===== src/rtl/cmd_hdr_decoder.sv =====
module cmd_hdr_decoder (
  input  logic        clk,
  input  logic        rst_n,
  input  logic        in_valid,
  output logic        in_ready,
  input  logic [31:0] in_word,
  output logic        wr_valid,
  input  logic        wr_ready,
  output logic [9:0]  wr_class,
  output logic [11:0] wr_offset,
  output logic [31:0] wr_data,
  output logic        rst_valid,
  output logic [31:0] rst_addr,
  output logic        gat_valid,
  output logic [11:0] gat_offset,
  output logic        gat_insert,
  output logic        gat_type,
  output logic [13:0] gat_count,
  output logic [31:0] gat_addr,
  output logic        ext_valid,
  output logic [1:0]  ext_kind,
  output logic [7:0]  ext_index
);
  localparam logic [3:0] OP_SETCL   = 4'h0;
  localparam logic [3:0] OP_INCR    = 4'h1;
  localparam logic [3:0] OP_NONINCR = 4'h2;
  localparam logic [3:0] OP_MASK    = 4'h3;
  localparam logic [3:0] OP_IMM     = 4'h4;
  localparam logic [3:0] OP_RESTART = 4'h5;
  localparam logic [3:0] OP_GATHER  = 4'h6;
  localparam logic [3:0] OP_EXTEND  = 4'he;

  function automatic logic [4:0] pop16(input logic [15:0] v);
    pop16 = '0;
    for (int i = 0; i < 16; i++) pop16 = pop16 + {4'b0, v[i]};
  endfunction

  function automatic logic [3:0] low16(input logic [15:0] v);
    low16 = '0;
    for (int i = 15; i >= 0; i--) if (v[i]) low16 = 4'(i);
  endfunction

  logic        in_pay;
  logic [15:0] rem;
  logic [3:0]  cop;
  logic [11:0] coff;
  logic [15:0] cmask;
  logic [9:0]  cls;

  logic [3:0]  hop;
  logic [15:0] hcnt;
  logic [15:0] hmask;
  logic        pay_wr, hdr_wr, acc;
  logic [11:0] pay_off;

  assign hop = in_word[31:28];

  always_comb begin
    hcnt  = '0;
    hmask = '0;
    case (hop)
      OP_SETCL:            begin hmask = {10'b0, in_word[5:0]}; hcnt = {11'b0, pop16(hmask)}; end
      OP_INCR, OP_NONINCR: hcnt = in_word[15:0];
      OP_MASK:             begin hmask = in_word[15:0]; hcnt = {11'b0, pop16(hmask)}; end
      OP_GATHER:           hcnt = 16'd1;
      default:             hcnt = '0;
    endcase
  end

  assign pay_wr   = in_pay && (cop != OP_GATHER);
  assign hdr_wr   = !in_pay && (hop == OP_IMM);
  assign in_ready = !(pay_wr || hdr_wr) || wr_ready;
  assign acc      = in_valid && in_ready;
  assign pay_off  = (cop == OP_INCR || cop == OP_NONINCR) ? coff : coff + {8'b0, low16(cmask)};

  assign wr_valid  = in_valid && (pay_wr || hdr_wr);
  assign wr_class  = cls;
  assign wr_offset = in_pay ? pay_off : in_word[27:16];
  assign wr_data   = in_pay ? in_word : {16'b0, in_word[15:0]};

  assign rst_valid = acc && !in_pay && (hop == OP_RESTART);
  assign rst_addr  = {in_word[27:0], 4'b0};

  assign gat_valid = acc && in_pay && (cop == OP_GATHER);
  assign gat_addr  = in_word;

  assign ext_valid = acc && !in_pay && (hop == OP_EXTEND);
  assign ext_kind  = (in_word[27:24] == 4'd0) ? 2'd0 : (in_word[27:24] == 4'd1) ? 2'd1 : 2'd2;
  assign ext_index = in_word[7:0];

  always_ff @(posedge clk) begin
    if (!rst_n) begin
      in_pay     <= 1'b0;
      rem        <= '0;
      cop        <= '0;
      coff       <= '0;
      cmask      <= '0;
      cls        <= '0;
      gat_offset <= '0;
      gat_insert <= 1'b0;
      gat_type   <= 1'b0;
      gat_count  <= '0;
    end else if (acc) begin
      if (!in_pay) begin
        cop    <= hop;
        coff   <= in_word[27:16];
        cmask  <= hmask;
        rem    <= hcnt;
        in_pay <= (hcnt != 16'd0);
        if (hop == OP_SETCL) cls <= in_word[15:6];
        if (hop == OP_GATHER) begin
          gat_offset <= in_word[27:16];
          gat_insert <= in_word[15];
          gat_type   <= in_word[14];
          gat_count  <= in_word[13:0];
        end
      end else begin
        rem    <= rem - 16'd1;
        in_pay <= (rem != 16'd1);
        if (cop == OP_INCR) coff <= coff + 12'd1;
        cmask  <= cmask & (cmask - 16'd1);
      end
    end
  end

  p_one_event_r1: assert property (@(posedge clk) disable iff (!rst_n)
    $onehot0({wr_valid, rst_valid, gat_valid, ext_valid}));

  p_class_hold_r2: assert property (@(posedge clk) disable iff (!rst_n)
    (acc && (in_pay || hop != OP_SETCL)) |=> $stable(cls));

  p_incr_step_r3: assert property (@(posedge clk) disable iff (!rst_n)
    (acc && in_pay && cop == OP_INCR && rem > 16'd1) |=> (coff == $past(coff) + 12'd1));

  p_pay_nonzero_r10: assert property (@(posedge clk) disable iff (!rst_n)
    in_pay |-> (rem != 16'd0));

  p_stall_hold_r11: assert property (@(posedge clk) disable iff (!rst_n)
    (in_valid && !in_ready) |=> ($stable(rem) && $stable(in_pay) && $stable(coff) && $stable(cmask)));

  p_write_valid_r11: assert property (@(posedge clk) disable iff (!rst_n)
    wr_valid |-> in_valid);
endmodule


===== config.mk =====
export PLATFORM = sky130hd
export DESIGN_NAME = cmd_hdr_decoder
export DESIGN_NICKNAME = d
export VERILOG_FILES = /design/src/rtl/cmd_hdr_decoder.sv
export SDC_FILE = /design/constraint.sdc
export NUM_CORES = 1
export LEC_CHECK = 0
export BUFFER_PORTS_ARGS = -buffer_cell sky130_fd_sc_hd__buf_2
export CORE_UTILIZATION = 35
export DETAILED_ROUTE_END_ITERATION = 7
export GPL_TIMING_DRIVEN = 0
export PLACE_DENSITY = 0.7
export SYNTH_ARGS = -nofsm -noshare
export SYNTH_HDL_FRONTEND = slang
export SYNTH_SLANG_ARGS = --single-unit
export TNS_END_PERCENT = 5

===== constraint.sdc =====
create_clock -name clk -period 5.36 [get_ports clk]
set_clock_uncertainty 0.05 [all_clocks]
set_input_delay 0.804 -clock clk [delete_from_list [all_inputs] [get_ports clk]]
set_output_delay 0.804 -clock clk [all_outputs]
set_load 0.03 [all_outputs]

==> flow_summary.toml <==
[setup_path]
kind_of_capture_point_of_the_worst_setup_path = "flip-flop"
critPathLaunch = "in_word[0]"
crit_path_top_delay_cell = "sky130_fd_sc_hd__fa_1"
timing.critical_path.from_type = "input port"
critical_path.cell_chain = "buf_2 > inv_1 > fa_1 > fa_1 > inv_1 > ha_1 > inv_1 > fa_1 > fa_1 > fa_1 > fa_1 > xnor2_1 > a222oi_1 > nand4_1 > o31ai_2 > a21oi_1"
required_ns = 5.53
cp_common_cell = "sky130_fd_sc_hd__fa_1"
critical_path_arrival_ns = 5.37
critical-path-max-stage-delay_ns = 0.52
critical_path_class = "input port to flip-flop"
worst-path-max-fanout = 9
r2r_start = "in_pay"

[routing]
number_of_iterations_in_the_first_detailed_routing_pass = 5
routed_wire_length_per_instance_microns = 16.1
drcViolationCount = 0
routed_via_density = 5.14
route.vias.total = 6168
route.final.wire_length_microns = 19300
detail_route.iter0.violations = 588
postRouteAntennaNets = 0

[cells_and_area]
num-nets-final = 1039
postLayoutCoreUtil_pct = 45.9
share_of_final_layout_standard_cells_stronger_than_drive_strength_1_pct = 31.4
area_growth_pct = 26.3
fillers = 1642
antenna_cells = 0

[timing]
finalWorstPathRequiredPeriod_ns = 5.20
drv_slew = 0
tightest_slew_ns = 1.12
max_slew_margin_pct = 24.9
grt_setup_unrepaired = "no"
layout_worst_path_cycle_share_pct = 97.1
report.final.setup_viol = 0
hold_viol = 0
achievable-frequency_ghz = 0.192

[pwr]
powerDensity_nw_per_um2 = 292
p_total_uw = 2160
clock_power_share_pct = 30.4
p_sw_share_pct = 38.8
switching_power_of_the_nets_uw = 841
p_leak_uw = 0.00341
internal_power_uw = 1320
power_frac_comb_pct = 36.9
vdd_ir_drop_max_uv = 176
seq_power_share_pct = 32.7

[global_routing]
grt_overflow = 0
via_count_of_the_first_global_routing_pass = 5644
track_usage_pct = 21.9
grt_pass1_wl_microns = 30100
antenna_found_initial = 0
grt_max_degree = 17

[cts]
tritoncts = "built"
worst_setup_hold_path_clk_slew_ns = 0.07
clkLatencyLatePin_ns = 0.35
clockRootBuffer = "sky130_fd_sc_hd__clkbuf_16"
clockBufferDepth = 2
cts_inserted_buffers = 9
h-tree-depth = 3
numClockSinks = 87

[floorplan]
effective_utilization_at_floorplan_pct = 36.4
dieWidth_microns = 131
die_y_microns = 131
core-area_sq_um = 16100
core.rowCount = 46
floorplan.io_pins = 197
die_outline_area_sq_um = 17300

[outcome]
result_of_the_run = "completed"

[hold_path]
timing.hold.worst.start = "gat_offset[11]"
worstHoldPathType = "flip-flop to flip-flop"

[synth]
synthArstFlopShare_pct = 0
netlist-cell-type-count = 64
syn_std_cell_area_sq_um = 5860
dominant_cells_by_area_after_synthesis = "sky130_fd_sc_hd__dfxtp_1 (30%), sky130_fd_sc_hd__buf_4 (11%), sky130_fd_sc_hd__a21oi_1 (7.6%)"
postSynth.topFlopCell = "sky130_fd_sc_hd__dfxtp_1"
post-synth-top-area-cell = "sky130_fd_sc_hd__dfxtp_1"
synth.avg_cell_area_sq_um = 7.54
ys_seq_area_share_pct = 29.7
synthCells = 777
synthesis_warning_total = 0
yosys_register_bits = 87
synth_top_cell_area_share_pct = 29.7
synth_edf_count = 0

[place]
gp_routability_congestion = 0.896
post-dp-hpwl_microns = 14200
place.port_buffers = 188

[job]
maxCapViolCount = 0
worst max-delay path, delay by kind of cell:
kind | cells | cell delay [ns]
buffers and inverters | 4 | 0.42
adders and majority gates | 7 | 3.06
xor gates and xnor gates | 1 | 0.15
and+or+nand+nor | 1 | 0.18
AOI/OAI and AO/OA | 3 | 0.75
stage by stage:
| stage | cells | worst slack (ns) | cell area (sq um) | TNS, ns | hold WS (ns) |
|---|---|---|---|---|---|
| after floorplan | 780 | 0.454 | 5870 | 0 | 0.397 |
| after global placement | 1184 | -0.250 | 7080 | -0.250 | 0.389 |
| after detailed placement | 1184 | -0.262 | 7080 | -0.262 | 0.394 |
| after CTS | 1200 | 0.109 | 7390 | 0 | 0.404 |
| after global routing | 1201 | 0.0173 | 7400 | 0 | 0.420 |
| final | 1201 | 0.157 | 7400 | 0 | 0.401 |
synthesized netlist by cell type (all sizes together), types with 9 or more instances:
cell type,number
a22oi,14
nor3,18
clkbuf,32
nor2,73
nor4,16
o21ai,27
dfxtp,87
xnor2,10
or3,9
and2,20
fa,11
ha,12
mux2i,14
nand2,108
nand3,12
buf,94
inv,40
a21oi,89
logic make-up after synthesis:
kind of cell	count (synthesis)	synth area share, %
DFF	87	29.7
muxes	14	2.39
buffers and inverters	167	16.4
AOI/OAI and AO/OA	191	20.6
xor gates and xnor gates	13	1.94
and+or+nand+nor	281	22.5
adders and majority gates	23	6.32
other	1	0.0640
timing repair:
action                     in CTS  in global routing
hold buffers                    0                  0
resized for setup               0                  2
hold endpoints to repair        0                  0
setup buffers                   0                  1
setup endpoints to repair       0                  1
cell type report:
type / instances / area [sq um] / share of cell area, %
Clock buffer: 9 / 225 / 3.04
Inverter: 41 / 154 / 2.08
Timing Repair Buffer: 189 / 948 / 12.8
Tap cell: 216 / 270 / 3.65
Clock inverter: 7 / 80.1 / 1.08
Sequential cell: 87 / 1740 / 23.5
Multi-Input combinational cell: 526 / 3170 / 42.9
Buffer: 126 / 810 / 10.9
power by group through the flow:
stage | sequential [uW] | clock (uW) | combinational, uW
floorplan | 720 | 0 | 563
global placement | 719 | 0 | 783
detailed placement | 720 | 0 | 788
CTS | 706 | 670 | 791
global route | 710 | 692 | 871
finish | 707 | 658 | 799
registers in the layout, indices dropped and copies added, names as in the netlist, 4 cells and up:
register    cells
wr_class       10
rem            16
cop             4
gat_offset     12
gat_count      14
coff           12
cmask          16
metal layers:
metal	up-vias	global-route usage, %	routed length [microns]
met3	21	4.40	1720
li1	3013	-	-
met4	0	5.88	273
met1	2814	28.0	8400
met2	320	37.3	8950
met5	-	0	0
worst paths after layout:
check             slack [ns]        endpoint  cells past startpoint
setup / recovery        0.16          in_pay                     16
hold / removal          0.40  gat_offset[11]                      2
setup reg to reg        2.75         coff[4]                      5
hold reg to reg         0.40  gat_offset[11]                      2
cell usage in the layout, fill, tap and decap left out, drive strengths merged, types with 5 or more instances in the layout:
cell type / instances
nor2: 73
nand2: 108
o21ai: 27
nor3: 18
xnor2: 10
fa: 11
a211oi: 5
nand4: 6
inv: 43
and3: 5
nand3: 12
mux2i: 14
nor2b: 6
or3: 9
clkbuf: 41
o211ai: 7
dfxtp: 87
o22ai: 7
and2: 20
a22oi: 14
a32o: 6
ha: 12
a21oi: 89
buf: 283
nor4: 16
No activity file was read; power rests on OpenSTA's default activity.
